**src/rtl/gtu_pkg.sv**
```systemverilog
// Shared constants: word addresses and local source indices.
package gtu_pkg;
    localparam int ADDR_W = 6;
    localparam int NSRC   = 6;

    localparam logic [ADDR_W-1:0] A_CFG    = 6'd0;
    localparam logic [ADDR_W-1:0] A_CNT_LO = 6'd1;
    localparam logic [ADDR_W-1:0] A_CNT_HI = 6'd2;
    localparam logic [ADDR_W-1:0] A_CMP_LO = 6'd3;
    localparam logic [ADDR_W-1:0] A_CMP_HI = 6'd4;
    localparam logic [ADDR_W-1:0] A_PEND   = 6'd5;
    localparam logic [ADDR_W-1:0] A_MASK   = 6'd6;
    localparam logic [ADDR_W-1:0] A_MSET   = 6'd7;
    localparam logic [ADDR_W-1:0] A_MCLR   = 6'd8;
    localparam logic [ADDR_W-1:0] A_SWSET  = 6'd9;
    localparam logic [ADDR_W-1:0] A_SWCLR  = 6'd10;
    localparam logic [ADDR_W-1:0] A_MAP0   = 6'd16;

    localparam int S_TIMER = 0;
    localparam int S_SW0   = 4;
endpackage

```
**src/rtl/gtu_counter.sv**
```systemverilog
// Global cycle counter with a stop control.
// Assumes CNT_NIB in 0..8, so that the width stays within 64 bits.
module gtu_counter #(
    parameter int CNT_NIB = 8
) (
    input  logic        clk,
    input  logic        rst_n,
    input  logic        stop_we,
    input  logic        stop_wdata,
    output logic        stop,
    output logic [63:0] cnt64
);
    localparam int CW = 32 + 4 * CNT_NIB;

    logic [CW-1:0] cnt;

    // Stop bit register.
    always_ff @(posedge clk) begin
        if (!rst_n)       stop <= 1'b0;
        else if (stop_we) stop <= stop_wdata;
    end

    // Count up by one on every clock while not stopped.
    always_ff @(posedge clk) begin
        if (!rst_n)     cnt <= '0;
        else if (!stop) cnt <= cnt + CW'(1);
    end

    assign cnt64 = 64'(cnt);

    a_r2_stop_holds: assert property (@(posedge clk) disable iff (!rst_n)
        stop |=> $stable(cnt));
    a_r3_count_step: assert property (@(posedge clk) disable iff (!rst_n)
        !stop |=> cnt == $past(cnt) + CW'(1));
endmodule

```
**src/rtl/gtu_compare.sv**
```systemverilog
// 64-bit compare register and sticky timer pending flag.
// Assumes the two half writes are never issued in the same cycle.
module gtu_compare (
    input  logic        clk,
    input  logic        rst_n,
    input  logic        wr_lo,
    input  logic        wr_hi,
    input  logic [31:0] wdata,
    input  logic [63:0] cnt64,
    output logic [63:0] cmp64,
    output logic        tpend
);
    logic cmp_wr;
    assign cmp_wr = wr_lo | wr_hi;

    // Compare halves; reset to all ones so no match occurs at start.
    always_ff @(posedge clk) begin
        if (!rst_n) cmp64 <= '1;
        else begin
            if (wr_lo) cmp64[31:0]  <= wdata;
            if (wr_hi) cmp64[63:32] <= wdata;
        end
    end

    // Timer pending: a compare write clears it, otherwise a match sets it.
    always_ff @(posedge clk) begin
        if (!rst_n)                tpend <= 1'b0;
        else if (cmp_wr)           tpend <= 1'b0;
        else if (cnt64 == cmp64)   tpend <= 1'b1;
    end

    a_r6_match_sets: assert property (@(posedge clk) disable iff (!rst_n)
        (cnt64 == cmp64 && !cmp_wr) |=> tpend);
    a_r6_sticky: assert property (@(posedge clk) disable iff (!rst_n)
        (tpend && !cmp_wr) |=> tpend);
    a_r7_cmp_write_clears: assert property (@(posedge clk) disable iff (!rst_n)
        cmp_wr |=> !tpend);
endmodule

```
**src/rtl/gtu_local.sv**
```systemverilog
// Local interrupt sources, mask, software pending bits and pin routing.
// Assumes at most one of the write strobes is active in any cycle.
module gtu_local
    import gtu_pkg::*;
#(
    parameter int NPIN = 6,
    parameter int PINW = 3
) (
    input  logic                      clk,
    input  logic                      rst_n,
    input  logic                      mset_we,
    input  logic                      mclr_we,
    input  logic                      swset_we,
    input  logic                      swclr_we,
    input  logic                      map_we,
    input  logic [2:0]                map_sel,
    input  logic [NSRC-1:0]           wd_bits,
    input  logic                      wd_en,
    input  logic [PINW-1:0]           wd_pin,
    input  logic                      tpend,
    input  logic [2:0]                ext_src,
    output logic [NSRC-1:0]           pend,
    output logic [NSRC-1:0]           mask,
    output logic [NSRC-1:0]           map_en,
    output logic [NSRC-1:0][PINW-1:0] map_pin,
    output logic [NPIN-1:0]           irq_pin
);
    logic [1:0]      sw;
    logic [NSRC-1:0] active;

    // Mask register with set and clear write ports.
    always_ff @(posedge clk) begin
        if (!rst_n)       mask <= '0;
        else if (mset_we) mask <= mask | wd_bits;
        else if (mclr_we) mask <= mask & ~wd_bits;
    end

    // Software pending bits with set and clear write ports.
    always_ff @(posedge clk) begin
        if (!rst_n)        sw <= '0;
        else if (swset_we) sw <= sw | wd_bits[1:0];
        else if (swclr_we) sw <= sw & ~wd_bits[1:0];
    end

    // One route word per source.
    for (genvar s = 0; s < NSRC; s++) begin : g_map
        always_ff @(posedge clk) begin
            if (!rst_n) begin
                map_en[s]  <= 1'b0;
                map_pin[s] <= '0;
            end else if (map_we && map_sel == 3'(s)) begin
                map_en[s]  <= wd_en;
                map_pin[s] <= wd_pin;
            end
        end
    end

    assign pend   = {sw, ext_src, tpend};
    assign active = pend & mask & map_en;

    // Drive each pin from the sources routed to it.
    for (genvar p = 0; p < NPIN; p++) begin : g_pin
        logic [NSRC-1:0] hit;
        for (genvar s = 0; s < NSRC; s++) begin : g_hit
            assign hit[s] = (map_pin[s] == PINW'(p));
        end
        assign irq_pin[p] = |(active & hit);
    end

    a_r10_mask_set: assert property (@(posedge clk) disable iff (!rst_n)
        mset_we |=> (mask & $past(wd_bits)) == $past(wd_bits));
    a_r10_mask_clr: assert property (@(posedge clk) disable iff (!rst_n)
        mclr_we |=> (mask & $past(wd_bits)) == '0);
    a_r9_sw_set: assert property (@(posedge clk) disable iff (!rst_n)
        swset_we |=> (sw & $past(wd_bits[1:0])) == $past(wd_bits[1:0]));
    a_r12_pin_needs_source: assert property (@(posedge clk) disable iff (!rst_n)
        (irq_pin != '0) |-> ((pend & mask) != '0));
endmodule

```
**src/rtl/gtimer_irq_unit.sv**
```systemverilog
// Top level: register decode and read mux over the counter, the compare
// register and the local interrupt logic.
// Assumes one word access per cycle and ext_src synchronous to clk.
module gtimer_irq_unit
    import gtu_pkg::*;
#(
    parameter int CNT_NIB = 8,
    parameter int NPIN    = 6
) (
    input  logic              clk,
    input  logic              rst_n,
    input  logic              bus_we,
    input  logic [ADDR_W-1:0] bus_addr,
    input  logic [31:0]       bus_wdata,
    output logic [31:0]       bus_rdata,
    input  logic [2:0]        ext_src,
    output logic [NPIN-1:0]   irq_pin
);
    localparam int PINW = (NPIN > 1) ? $clog2(NPIN + 1) : 1;

    logic                      stop;
    logic [63:0]               cnt64, cmp64;
    logic                      tpend;
    logic [NSRC-1:0]           pend, mask, map_en;
    logic [NSRC-1:0][PINW-1:0] map_pin;
    logic                      in_map;
    logic [2:0]                map_idx;

    assign map_idx = bus_addr[2:0];
    assign in_map  = (bus_addr[ADDR_W-1:3] == A_MAP0[ADDR_W-1:3]) && (int'(map_idx) < NSRC);

    gtu_counter #(.CNT_NIB(CNT_NIB)) u_cnt (
        .clk(clk), .rst_n(rst_n),
        .stop_we(bus_we && bus_addr == A_CFG), .stop_wdata(bus_wdata[0]),
        .stop(stop), .cnt64(cnt64)
    );

    gtu_compare u_cmp (
        .clk(clk), .rst_n(rst_n),
        .wr_lo(bus_we && bus_addr == A_CMP_LO),
        .wr_hi(bus_we && bus_addr == A_CMP_HI),
        .wdata(bus_wdata), .cnt64(cnt64), .cmp64(cmp64), .tpend(tpend)
    );

    gtu_local #(.NPIN(NPIN), .PINW(PINW)) u_loc (
        .clk(clk), .rst_n(rst_n),
        .mset_we(bus_we && bus_addr == A_MSET),
        .mclr_we(bus_we && bus_addr == A_MCLR),
        .swset_we(bus_we && bus_addr == A_SWSET),
        .swclr_we(bus_we && bus_addr == A_SWCLR),
        .map_we(bus_we && in_map), .map_sel(map_idx),
        .wd_bits(bus_wdata[NSRC-1:0]), .wd_en(bus_wdata[31]),
        .wd_pin(bus_wdata[PINW-1:0]),
        .tpend(tpend), .ext_src(ext_src),
        .pend(pend), .mask(mask), .map_en(map_en), .map_pin(map_pin),
        .irq_pin(irq_pin)
    );

    // Read mux; unassigned addresses read zero.
    always_comb begin
        bus_rdata = '0;
        if (in_map) begin
            bus_rdata = 32'(map_pin[map_idx]);
            bus_rdata[31] = map_en[map_idx];
        end else begin
            case (bus_addr)
                A_CFG:    bus_rdata = {24'b0, 4'(CNT_NIB), 3'b0, stop};
                A_CNT_LO: bus_rdata = cnt64[31:0];
                A_CNT_HI: bus_rdata = cnt64[63:32];
                A_CMP_LO: bus_rdata = cmp64[31:0];
                A_CMP_HI: bus_rdata = cmp64[63:32];
                A_PEND:   bus_rdata = 32'(pend);
                A_MASK:   bus_rdata = 32'(mask);
                default:  bus_rdata = '0;
            endcase
        end
    end
endmodule

```
**config.mk**
```make
export PLATFORM = sky130hd
export DESIGN_NAME = gtimer_irq_unit
export DESIGN_NICKNAME = d
export VERILOG_FILES = /design/src/rtl/gtu_pkg.sv /design/src/rtl/gtu_counter.sv /design/src/rtl/gtu_compare.sv /design/src/rtl/gtu_local.sv /design/src/rtl/gtimer_irq_unit.sv
export SDC_FILE = /design/constraint.sdc
export NUM_CORES = 1
export LEC_CHECK = 0
export BUFFER_PORTS_ARGS = -buffer_cell sky130_fd_sc_hd__buf_2
export CAP_MARGIN = 10
export CELL_PAD_IN_SITES_DETAIL_PLACEMENT = 0
export CELL_PAD_IN_SITES_GLOBAL_PLACEMENT = 1
export CORE_MARGIN = 2
export CORE_UTILIZATION = 25
export DETAILED_ROUTE_END_ITERATION = 8
export GPL_TIMING_DRIVEN = 0
export PLACE_DENSITY = 0.6
export SYNTH_ARGS = -nofsm -noshare
export SYNTH_HDL_FRONTEND = slang
export SYNTH_SLANG_ARGS = --single-unit
```
**constraint.sdc**
```tcl
create_clock -name clk -period 4.3 [get_ports clk]
set_input_delay 0.645 -clock clk [delete_from_list [all_inputs] [get_ports clk]]
set_output_delay 0.645 -clock clk [all_outputs]
set_load 0.005 [all_outputs]
```
==> impl_summary.txt, run 1 <==
----------------------------------------------------
[Synth]
  Cells after synthesis ... 1,180
  Number of synthesized register bits ... 162
  Ys Warns ... 0
  Fraction of synthesis flops using an asynchronous set or reset pin ... 0%
  Synthesized area divided by synthesized cell count ... 7.679 um2
  Portion of the post-synthesis area used by sequential elements ... 35.79%
  Number of distinct standard cells referenced by the synthesized netlist ... 57
  Top_reg_cell synth ... dfxtp_1
  Net Count, Synth ... 1,225
  Number of enable flip-flop cells after synthesis ... 0
  Syn Std Cell Area ... 9061 um2

[Cells and area]
  Proportion of layout cells with a drive suffix above 1 ... 11.96%
  Layout filler cell count ... 3,889
  Count of nets after finishing ... 1,320
  Final non-filler cell area ... 10,630 um2
  Area overhead of the layout relative to synthesis ... 17.32%
  Seq. cell area ... 3243 um2
  Number of non-filler instances in the completed layout ... 1,749
  Area taken by multi-input logic gates ... 5351 um2
  Antenna cell count ... 0

[Floorplan]
  Std-Cell Core Area ... 35,660 um2
  X dimension of the die ... 194.4 um
  Effective utilization at floorplan ... 25.41%
  Height of the die ... 194.4 um
  Top-level I/O count ... 82
  Die Outline Area ... 37,780 um2
  Row cnt ... 69

[Drt]
  Post-detailed-route count of antenna-violating nets ... 0
  DR iter-0 viols ... 675
  Residual DRC ... 0
  Per-cell via count in the routed design ... 5.193
  Via count ... 9,082
  Total Wirelength ... 35,830 um
  Number of optimization iterations in the first detailed-route pass ... 7
  Average detailed-routed wire length per instance ... 20.48 um

[Pwr]
  Ratio of total power to cell area ... 306.7 nW/um2
  Overall power ... 0.003260 W
  Peak supply drop ... 0.2220 mV
  Standby leakage power ... 3.893 nW

[Setup path]
  Required time of the worst setup path ... 3.65 ns
  Arrival time worst endpoint ... 3.24 ns
  Reg2reg path depth ... 6
  Endpoint type of the worst setup path ... primary output
  Worst setup SP type ... input pin
  Critical Path Max Stage Delay ... 0.63 ns
  Most repeated library cell on the critical path ... buf_2
  Worst R2R Start ... u_cnt.cnt64[0]$_SDFFE_PN0N_
  First element of the critical path ... bus_addr[2]
  Worst Setup Path Type ... input pin to primary output
  Crit-path cells ... buf_2, clkbuf_1, or4_1, clkbuf_1, nor3_2, buf_2, a22oi_1, nand2_1, buf_2
  Critical path peak fanout ... 10
  CP max stage cell ... or4_1

[Global route]
  Wire length of the first global-routing pass ... 54,170 um
  GR Layer Usage met2 ... 29.11%
  Global-route met3 utilization ... 1.857%
  Busiest metal layer after global routing ... met2
  Via count of the first global-routing pass ... 8,550
  Global-route usage over all layers ... 18.87%
  Initial antenna violation count ... 0
  Global routing met1 resource utilization ... 27.53%
  Largest net degree at the start of global routing ... 20
  Total gr overflow ... 0

[CTS]
  Clock-pin slew on the worst setup and hold paths ... 0.08 ns
  Worst-skew pair later-pin latency ... 0.44 ns
  Sinks on the clock net ... 162
  Number of buffers inserted to repair setup after CTS ... 0
  Clock root buffer ... clkbuf_16
  H-tree Lvls ... 4
  Hold-fix buffer count after cts ... 0
  Clock tree from TritonCTS ... done
  Largest buffer count on any clock path ... 2
  Number of buffers inserted during clock tree synthesis ... 17
  Resize count post-CTS ... 0

[Placement]
  DP Cell Count ... 1,717
  Placed inst area ... 10,020 um2
  Weighted congestion reported at the end of routability-driven placement ... 0.9193
  Number of I/O port buffers ... 76
  Half-perimeter wire length of the detailed placement result ... 28,110 um
  Setup slack at placement ... 0.4592 ns

[STA]
  Highest clock frequency the design can meet ... 257.5 MHz
  Measured slew at the worst slew-check pin ... 0.8051 ns
  Total Neg Setup Slack ... 0 ns
  Post-layout worst setup margin ... 0.4158 ns
  Total setup violations reported at the end of the flow ... 0
  Final Hold Vio Count ... 0
  Clock period minus worst slack ... 3.884 ns
  Ratio of final minimum period to clock period ... 90.33%
  Relative slew slack ... 46.33%
  Worst Skew ... 0.01290 ns
  Setup repair after global routing missed its margin ... false
  Count of final max-slew check failures ... 0

[Status]
  Result of the run ... finished clean

[Hold path]
  Hold_sp ... bus_wdata[6]
  Hold path depth ... 3
  Hold/Removal Path Class ... input pin to flip-flop

[Run]
  Number of max-capacitance violations reported ... 0

----------------------------------------------------
-- registers in the layout, summed over array words and instances, names as in the netlist, named ones only --
name and cells:
u_cmp.cmp64 64, u_cnt.stop 1, u_loc.map_pin 18, u_cnt.cnt64 64
u_cmp.tpend 1, u_loc.map_en 6
-- area by class of cell --
class / count / share of cell area (%)
Multi-Input combinational cell: 902 / 50.34
Inverter: 22 / 0.7768
Buffer: 94 / 3.613
Clock buffer: 17 / 4.002
Tap cell: 461 / 5.426
Clock inverter: 15 / 1.754
Timing Repair Buffer: 76 / 3.578
Sequential cell: 162 / 30.51
-- placed cells by master (no fill, tap or decap), drive strengths merged, types with 5 or more instances in the layout --
cell type  count
a21oi         55
a31oi          5
a22oi         57
dfxtp        162
and2           9
or4           24
buf          103
nor3          13
and3           9
xor2          80
nor4          31
nor2          94
o31ai         15
nand4         33
inv           30
o21ai         17
clkinv         7
o22ai         10
clkbuf        84
nand2        214
xnor2         13
mux2i         31
nand3        121
or3           21
-- path summary, 6_finish.rpt --
path / slack, ns / end
min reg2reg: 0.50 / u_loc.map_pin[7]$_SDFFE_PN0P_
max reg2reg: 1.50 / u_cnt.cnt64[44]$_SDFFE_PN0N_
max: 0.42 / bus_rdata[28]
min: 0.43 / u_cmp.cmp64[38]$_SDFFE_PN1P_
-- power by group --
group,total [W],switching [W],internal [W]
clock,0.00157,0.000775,0.000793
sequential,0.00152,0.0000118,0.00151
combinational,0.000174,0.000120,0.0000543
total,0.00326,0.000906,0.00235
-- per-stage QoR --
step                      util [%]  hold WS [ns]
after CTS                    29.81        0.4097
after detailed placement     28.10        0.4810
after global routing         29.81        0.4153
final                        29.81        0.4267
after floorplan                  -        0.4466
after global placement       28.10        0.4789
-- worst max-delay path: cells and delay by family --
family / cells / cell delay, ns
AOI/OAI and AO/OA: 1 / 0.09
and+or+nand+nor: 3 / 1.38
buffers and inverters: 5 / 1.11
-- logic make-up (layout without fill, tap and decap cells) --
| logic type | after synthesis | in the layout | synth area share, % |
|---|---|---|---|
| compound gates | 181 | 181 | 13.12 |
| mux | 35 | 35 | 4.419 |
| flops | 162 | 162 | 35.79 |
| xor+xnor | 93 | 93 | 8.989 |
| fa+ha+maj | 1 | 1 | 0.1381 |
| buf+inv | 116 | 224 | 5.151 |
| simple gates | 592 | 592 | 32.39 |
-- synth_stat cells (17+ instances only) --
| library cell | number | area share [%] |
|---|---|---|
| or3_1 | 20 | 1.4 |
| nand2_1 | 214 | 8.9 |
| o21ai_0 | 17 | 0.94 |
| clkbuf_1 | 67 | 2.8 |
| nand3_1 | 118 | 6.5 |
| nor4_1 | 27 | 1.9 |
| mux2i_1 | 31 | 3.4 |
| nor2_1 | 94 | 3.9 |
| a21oi_1 | 55 | 3.0 |
| or4_1 | 24 | 2.0 |
| xor2_1 | 80 | 7.7 |
| a22oi_1 | 57 | 4.7 |
| inv_1 | 21 | 0.87 |
| dfxtp_1 | 162 | 36 |
| buf_2 | 25 | 1.4 |
| nand4_1 | 32 | 2.2 |
-- routing by layer --
layer / up-vias / wire length (um) / share of wire [%]
met4: 0 / 760 / 2.1
met3: 31 / 1350 / 3.8
li1: 4383 / - / -
met1: 4429 / 17840 / 50
met5: - / 0 / 0
met2: 239 / 15870 / 44
(Power assumes the default switching activity.)
==> inputs of run 2 (changes only) <==
- MAX_ROUTING_LAYER: unset -> met4
- clock period: 4.3 -> 4.6 ns (I/O delays scaled with it)
==> run 2 against run 1 <==
Compared with the run above: global-route usage up 0.63 points; non-clock buffer count unchanged; combinational power down 6%; sequential share of layout area up 0.050 points; critical path depth unchanged; setup slack better by 0.25 ns; critical path type unchanged.
==> impl_summary.txt, run 2 (synthesis results as in run 1) <==
----------------------------------------------------
[Setup path]
  Arrival time worst endpoint ... 3.24 ns
  Reg2reg path depth ... 6
  Worst setup SP type ... input pin
  Required time of the worst setup path ... 3.91 ns
  Critical path peak fanout ... 10
  Worst R2R Start ... u_cnt.cnt64[0]$_SDFFE_PN0N_
  Worst Setup Path Type ... input pin to primary output
  Endpoint type of the worst setup path ... primary output
  First element of the critical path ... bus_addr[2]

[CTS]
  H-tree Lvls ... 4
  Hold-fix buffer count after cts ... 0
  Number of buffers inserted during clock tree synthesis ... 17
  Largest buffer count on any clock path ... 2
  Clock tree from TritonCTS ... done
  Sinks on the clock net ... 162
  Clock root buffer ... clkbuf_16
  Resize count post-CTS ... 0
  Number of buffers inserted to repair setup after CTS ... 0
  Clock-pin slew on the worst setup and hold paths ... 0.07 ns
  Worst-skew pair later-pin latency ... 0.44 ns

[Cells and area]
  Area overhead of the layout relative to synthesis ... 17.12%
  Antenna cell count ... 0
  Commonest cells after routing, fill and taps aside ... 214 x nand2_1, 162 x dfxtp_1, 118 x nand3_1
  Proportion of layout cells with a drive suffix above 1 ... 11.96%
  Most common library cell in the layout ignoring fill and taps ... nand2_1
  Layout filler cell count ... 3,923
  Count of nets after finishing ... 1,320
  Number of non-filler instances in the completed layout ... 1,749

[Drt]
  Residual DRC ... 0
  Post-detailed-route count of antenna-violating nets ... 0
  Total Wirelength ... 36,230 um
  Per-cell via count in the routed design ... 5.278
  Average detailed-routed wire length per instance ... 20.71 um
  Number of optimization iterations in the first detailed-route pass ... 7
  DR iter-0 viols ... 685
  Via count ... 9,232

[STA]
  Measured slew at the worst slew-check pin ... 0.7815 ns
  Worst Skew ... 0.01388 ns
  Highest clock frequency the design can meet ... 254.3 MHz
  Count of final max-slew check failures ... 0
  Ratio of final minimum period to clock period ... 85.48%
  Relative slew slack ... 47.90%
  Clock period minus worst slack ... 3.932 ns
  Total Neg Setup Slack ... 0 ns
  Final Hold Vio Count ... 0
  Total setup violations reported at the end of the flow ... 0
  Setup repair after global routing missed its margin ... false

[Pwr]
  Peak supply drop ... 0.2328 mV
  Standby leakage power ... 3.883 nW
  Ratio of total power to cell area ... 287.2 nW/um2

[Placement]
  Number of I/O port buffers ... 76
  Weighted congestion reported at the end of routability-driven placement ... 0.9431
  DP Cell Count ... 1,717
  Half-perimeter wire length of the detailed placement result ... 28,390 um

[Global route]
  Largest net degree at the start of global routing ... 17
  GR Layer Usage met2 ... 29.14%
  Busiest metal layer after global routing ... met2
  Initial antenna violation count ... 0
  Global routing met1 resource utilization ... 27.83%
  Global-route usage over all layers ... 19.50%
  Total gr overflow ... 0
  Wire length of the first global-routing pass ... 54,100 um
  Via count of the first global-routing pass ... 8,527
  Global-route met3 utilization ... 1.839%

[Status]
  Result of the run ... finished clean

[Hold path]
  Hold/Removal Path Class ... input pin to flip-flop
  Hold path depth ... 3
  Hold_sp ... bus_wdata[8]

[Floorplan]
  Die Outline Area ... 37,780 um2
  Std-Cell Core Area ... 35,660 um2
  Effective utilization at floorplan ... 25.41%
  Row cnt ... 69
  X dimension of the die ... 194.4 um
  Height of the die ... 194.4 um
  Top-level I/O count ... 82

[Run]
  Number of max-capacitance violations reported ... 0

----------------------------------------------------
[run 2: area by class of cell]
class	instances	area, um2	share of cell area (%)
buffer	94	384.1	3.619
clock buffer	18	439.2	4.138
clock inverter	14	155.1	1.462
inverter	22	82.58	0.7781
multi-input combinational	902	5351	50.42
sequential	162	3243	30.56
tap	461	576.8	5.435
timing repair buffer	76	380.4	3.584
[run 2: where the power goes]
part | switching (W) | internal (W) | leakage [nW]
Combinational | 0.000113 | 0.0000508 | 2.29
Sequential | 0.0000112 | 0.00141 | 1.31
Clock | 0.000640 | 0.000823 | 0.288
Total | 0.000765 | 0.00228 | 3.88
[run 2: stage by stage]
| stage | cell area, um2 | worst slack [ns] | hold slack (ns) | power [W] | utilization, % |
|---|---|---|---|---|---|
| global placement | 10020 | 0.6209 | 0.4824 | 0.001616 | 28.10 |
| finish | 10610 | 0.6678 | 0.4757 | 0.003048 | 29.76 |
| CTS | 10610 | 0.6674 | 0.4666 | 0.003074 | 29.76 |
| global route | 10610 | 0.5089 | 0.4735 | 0.003145 | 29.76 |
| floorplan | 9061 | 1.598 | 0.4466 | 0.001535 | - |
| detailed placement | 10020 | 0.6737 | 0.4907 | 0.001617 | 28.10 |
[run 2: path summary, 6_finish.rpt]
path	endpoint	slack [ns]
max	bus_rdata[11]	0.67
min	u_cmp.cmp64[40]$_SDFFE_PN1P_	0.48
max reg2reg	u_cnt.cnt64[44]$_SDFFE_PN0N_	1.83
min reg2reg	u_loc.map_pin[7]$_SDFFE_PN0P_	0.51
[run 2: layer usage]
| metal | vias to the layer above | wire, um |
|---|---|---|
| li1 | 4399 | - |
| met1 | 4575 | 18410 |
| met2 | 224 | 15960 |
| met3 | 34 | 1168 |
| met4 | 0 | 697 |
| met5 | - | 0 |
[run 2: critical path, stage by stage]
cell	delay [ns]
buf_2	0.11
clkbuf_1	0.21
or4_1	0.63
clkbuf_1	0.30
nor3_2	0.56
buf_2	0.35
a22oi_1	0.10
nand2_1	0.15
buf_2	0.14
==> inputs of run 3 (changes only) <==
- ABC_AREA: unset -> 1
- PLACE_DENSITY: 0.6 -> 0.62
==> run 3 against run 2 <==
Compared with the run above: highest routed layer unchanged; sequential share of layout area fell by 2.0 points; non-clock buffer count fell by 48; via count rose by 15%; clock power rose by 12%; die area rose by 6.5%.
==> impl_summary.txt, run 3 <==
----------------------------------------------------
[CTS]
  Resize count post-CTS ... 0
  Sinks on the clock net ... 162
  H-tree Lvls ... 4
  Largest buffer count on any clock path ... 2
  Clock root buffer ... clkbuf_16
  Worst-skew pair later-pin latency ... 0.46 ns
  Clock tree from TritonCTS ... done
  Number of buffers inserted during clock tree synthesis ... 17
  Hold-fix buffer count after cts ... 0
  Number of buffers inserted to repair setup after CTS ... 0
  Clock-pin slew on the worst setup and hold paths ... 0.07 ns

[Cells and area]
  Layout filler cell count ... 4,477
  Count of nets after finishing ... 1,652
  Antenna cell count ... 0
  Final non-filler cell area ... 11,340 um2
  Area taken by multi-input logic gates ... 5406 um2
  Commonest cells after routing, fill and taps aside ... 394 x nand2_1, 192 x inv_1, 166 x nor2_1
  Proportion of layout cells with a drive suffix above 1 ... 11.98%
  Area overhead of the layout relative to synthesis ... 17.30%
  Seq. cell area ... 3243 um2
  Most common library cell in the layout ignoring fill and taps ... nand2_1

[Synth]
  Ys Warns ... 0
  Syn Std Cell Area ... 9667 um2
  Top post-synthesis cells by count ... 394 x nand2_1, 192 x inv_1, 166 x nor2_1
  Dominant cell by count in the synthesized netlist ... nand2_1
  Area share of the largest cell type after synthesis ... 33.55%
  Number of distinct standard cells referenced by the synthesized netlist ... 46
  Top_reg_cell synth ... dfxtp_1
  Number of enable flip-flop cells after synthesis ... 0
  Net Count, Synth ... 1,557
  Synthesized area divided by synthesized cell count ... 6.393 um2
  Cells after synthesis ... 1,512
  Fraction of synthesis flops using an asynchronous set or reset pin ... 0%
  Number of synthesized register bits ... 162
  Largest area contributor in the netlist ... dfxtp_1
  Cells taking the most area after synthesis ... dfxtp_1 34%, nand2_1 15%, inv_1 7.5%
  Portion of the post-synthesis area used by sequential elements ... 33.55%

[Setup path]
  CP max stage cell ... nand3_1
  Arrival time worst endpoint ... 2.58 ns
  Critical path peak fanout ... 10
  Worst Setup Path Type ... input pin to primary output
  Required time of the worst setup path ... 3.91 ns
  Most repeated library cell on the critical path ... buf_2
  Worst setup SP type ... input pin
  Crit-path cells ... buf_2, inv_2, nor2_4, nand3_1, clkbuf_1, o211ai_1, buf_2
  Endpoint type of the worst setup path ... primary output
  Critical Path Max Stage Delay ... 0.42 ns

[Global route]
  Global-route usage over all layers ... 22.18%
  Wire length of the first global-routing pass ... 64,860 um
  Total gr overflow ... 0
  Via count of the first global-routing pass ... 10,150
  Largest net degree at the start of global routing ... 17
  Initial antenna violation count ... 0

[Pwr]
  Standby leakage power ... 4.659 nW
  Peak supply drop ... 0.2626 mV
  Ratio of total power to cell area ... 284.4 nW/um2

[Floorplan]
  Std-Cell Core Area ... 38,380 um2
  Row cnt ... 72
  X dimension of the die ... 200.6 um
  Effective utilization at floorplan ... 25.19%
  Die Outline Area ... 40,260 um2
  Top-level I/O count ... 82
  Height of the die ... 200.6 um

[Drt]
  Average detailed-routed wire length per instance ... 20.33 um
  Number of optimization iterations in the first detailed-route pass ... 5
  Residual DRC ... 0
  Via count ... 10,580
  Post-detailed-route count of antenna-violating nets ... 0
  Per-cell via count in the routed design ... 4.946
  DR iter-0 viols ... 648
  Total Wirelength ... 43,480 um

[Status]
  Result of the run ... finished clean

[Placement]
  Placed inst area ... 10,700 um2
  Number of I/O port buffers ... 76
  Half-perimeter wire length of the detailed placement result ... 34,660 um
  Weighted congestion reported at the end of routability-driven placement ... 0.9340

[STA]
  Final Hold Vio Count ... 0
  Measured slew at the worst slew-check pin ... 0.8601 ns
  Highest clock frequency the design can meet ... 306.1 MHz
  Clock period minus worst slack ... 3.267 ns
  Total setup violations reported at the end of the flow ... 0
  Ratio of final minimum period to clock period ... 71.01%
  Setup repair after global routing missed its margin ... false
  Total Neg Setup Slack ... 0 ns
  Count of final max-slew check failures ... 0
  Relative slew slack ... 42.22%
  Worst Skew ... 0.01020 ns

[Hold path]
  Hold/Removal Path Class ... input pin to flip-flop

[Run]
  Number of max-capacitance violations reported ... 0

----------------------------------------------------
[run 3: cell types whose count changed after synthesis, sizes merged, moves of 50 or more]
cell	previous run	this run
nor2	94	186
inv	22	212
o21ai	17	91
nand2	214	404
xor2	80	13
a21oi	55	105
[run 3: cell families (layout without fill, tap and decap cells)]
group,count (synthesis),count (layout),synth area share [%]
AOI/OAI and AO/OA,314,314,19.52
xor gates and xnor gates,13,13,1.178
adders and majority gates,1,1,0.1294
buffers and inverters,258,366,10.52
DFF,162,162,33.55
and+or+nand+nor,764,764,35.10
[run 3: report_power, final]
group	switching [W]	internal (W)
logic	0.000122	0.0000497
registers	0.00000849	0.00141
clock network	0.000645	0.000990
total	0.000775	0.00245
[run 3: final cells by class]
type / instances / share of cell area (%)
multi-input cells: 1092 / 47.68
clock inverters: 10 / 1.589
well taps: 518 / 5.716
inverters: 212 / 7.018
flip-flops and latches: 162 / 28.60
clock buffers: 22 / 4.094
repair buffers: 76 / 3.354
plain buffers: 46 / 1.953
[run 3: through the flow]
step	setup slack, ns	hold slack (ns)	power [W]	instances	util, %
after detailed placement	1.330	0.4746	0.001621	2106	27.87
after global placement	1.316	0.4643	0.001621	2106	27.87
after floorplan	2.269	0.4418	0.001537	1512	-
final	1.333	0.4601	0.003225	2138	29.55
after global routing	1.258	0.4494	0.003337	2138	29.55
after CTS	1.328	0.4402	0.003250	2138	29.55
[run 3: final timing paths]
path	startpoint	end	slack, ns	cells after the start
setup / recovery	bus_addr[0]	bus_rdata[4]	1.33	7
hold / removal	bus_wdata[17]	u_cmp.cmp64[49]$_SDFFE_PN1P_	0.46	3
setup reg to reg	u_cnt.cnt64[13]$_SDFFE_PN0N_	u_cnt.cnt64[47]$_SDFFE_PN0N_	2.27	7
hold reg to reg	flip-flop	flip-flop	0.48	2
[run 3: critical path: cells and delay by family]
| family | cells | cell delay, ns |
|---|---|---|
| AND/OR/NAND/NOR | 2 | 0.66 |
| AO/OA/AOI/OAI | 1 | 0.41 |
| buffers and inverters | 4 | 0.80 |
[run 3: routing by layer]
metal / up-vias / routed length, um / global-route usage, %
met5: - / 0 / -
met4: 0 / 845 / 5.714
met3: 46 / 1879 / 3.377
met2: 271 / 21040 / 37.55
met1: 5034 / 19710 / 27.59
li1: 5224 / - / -
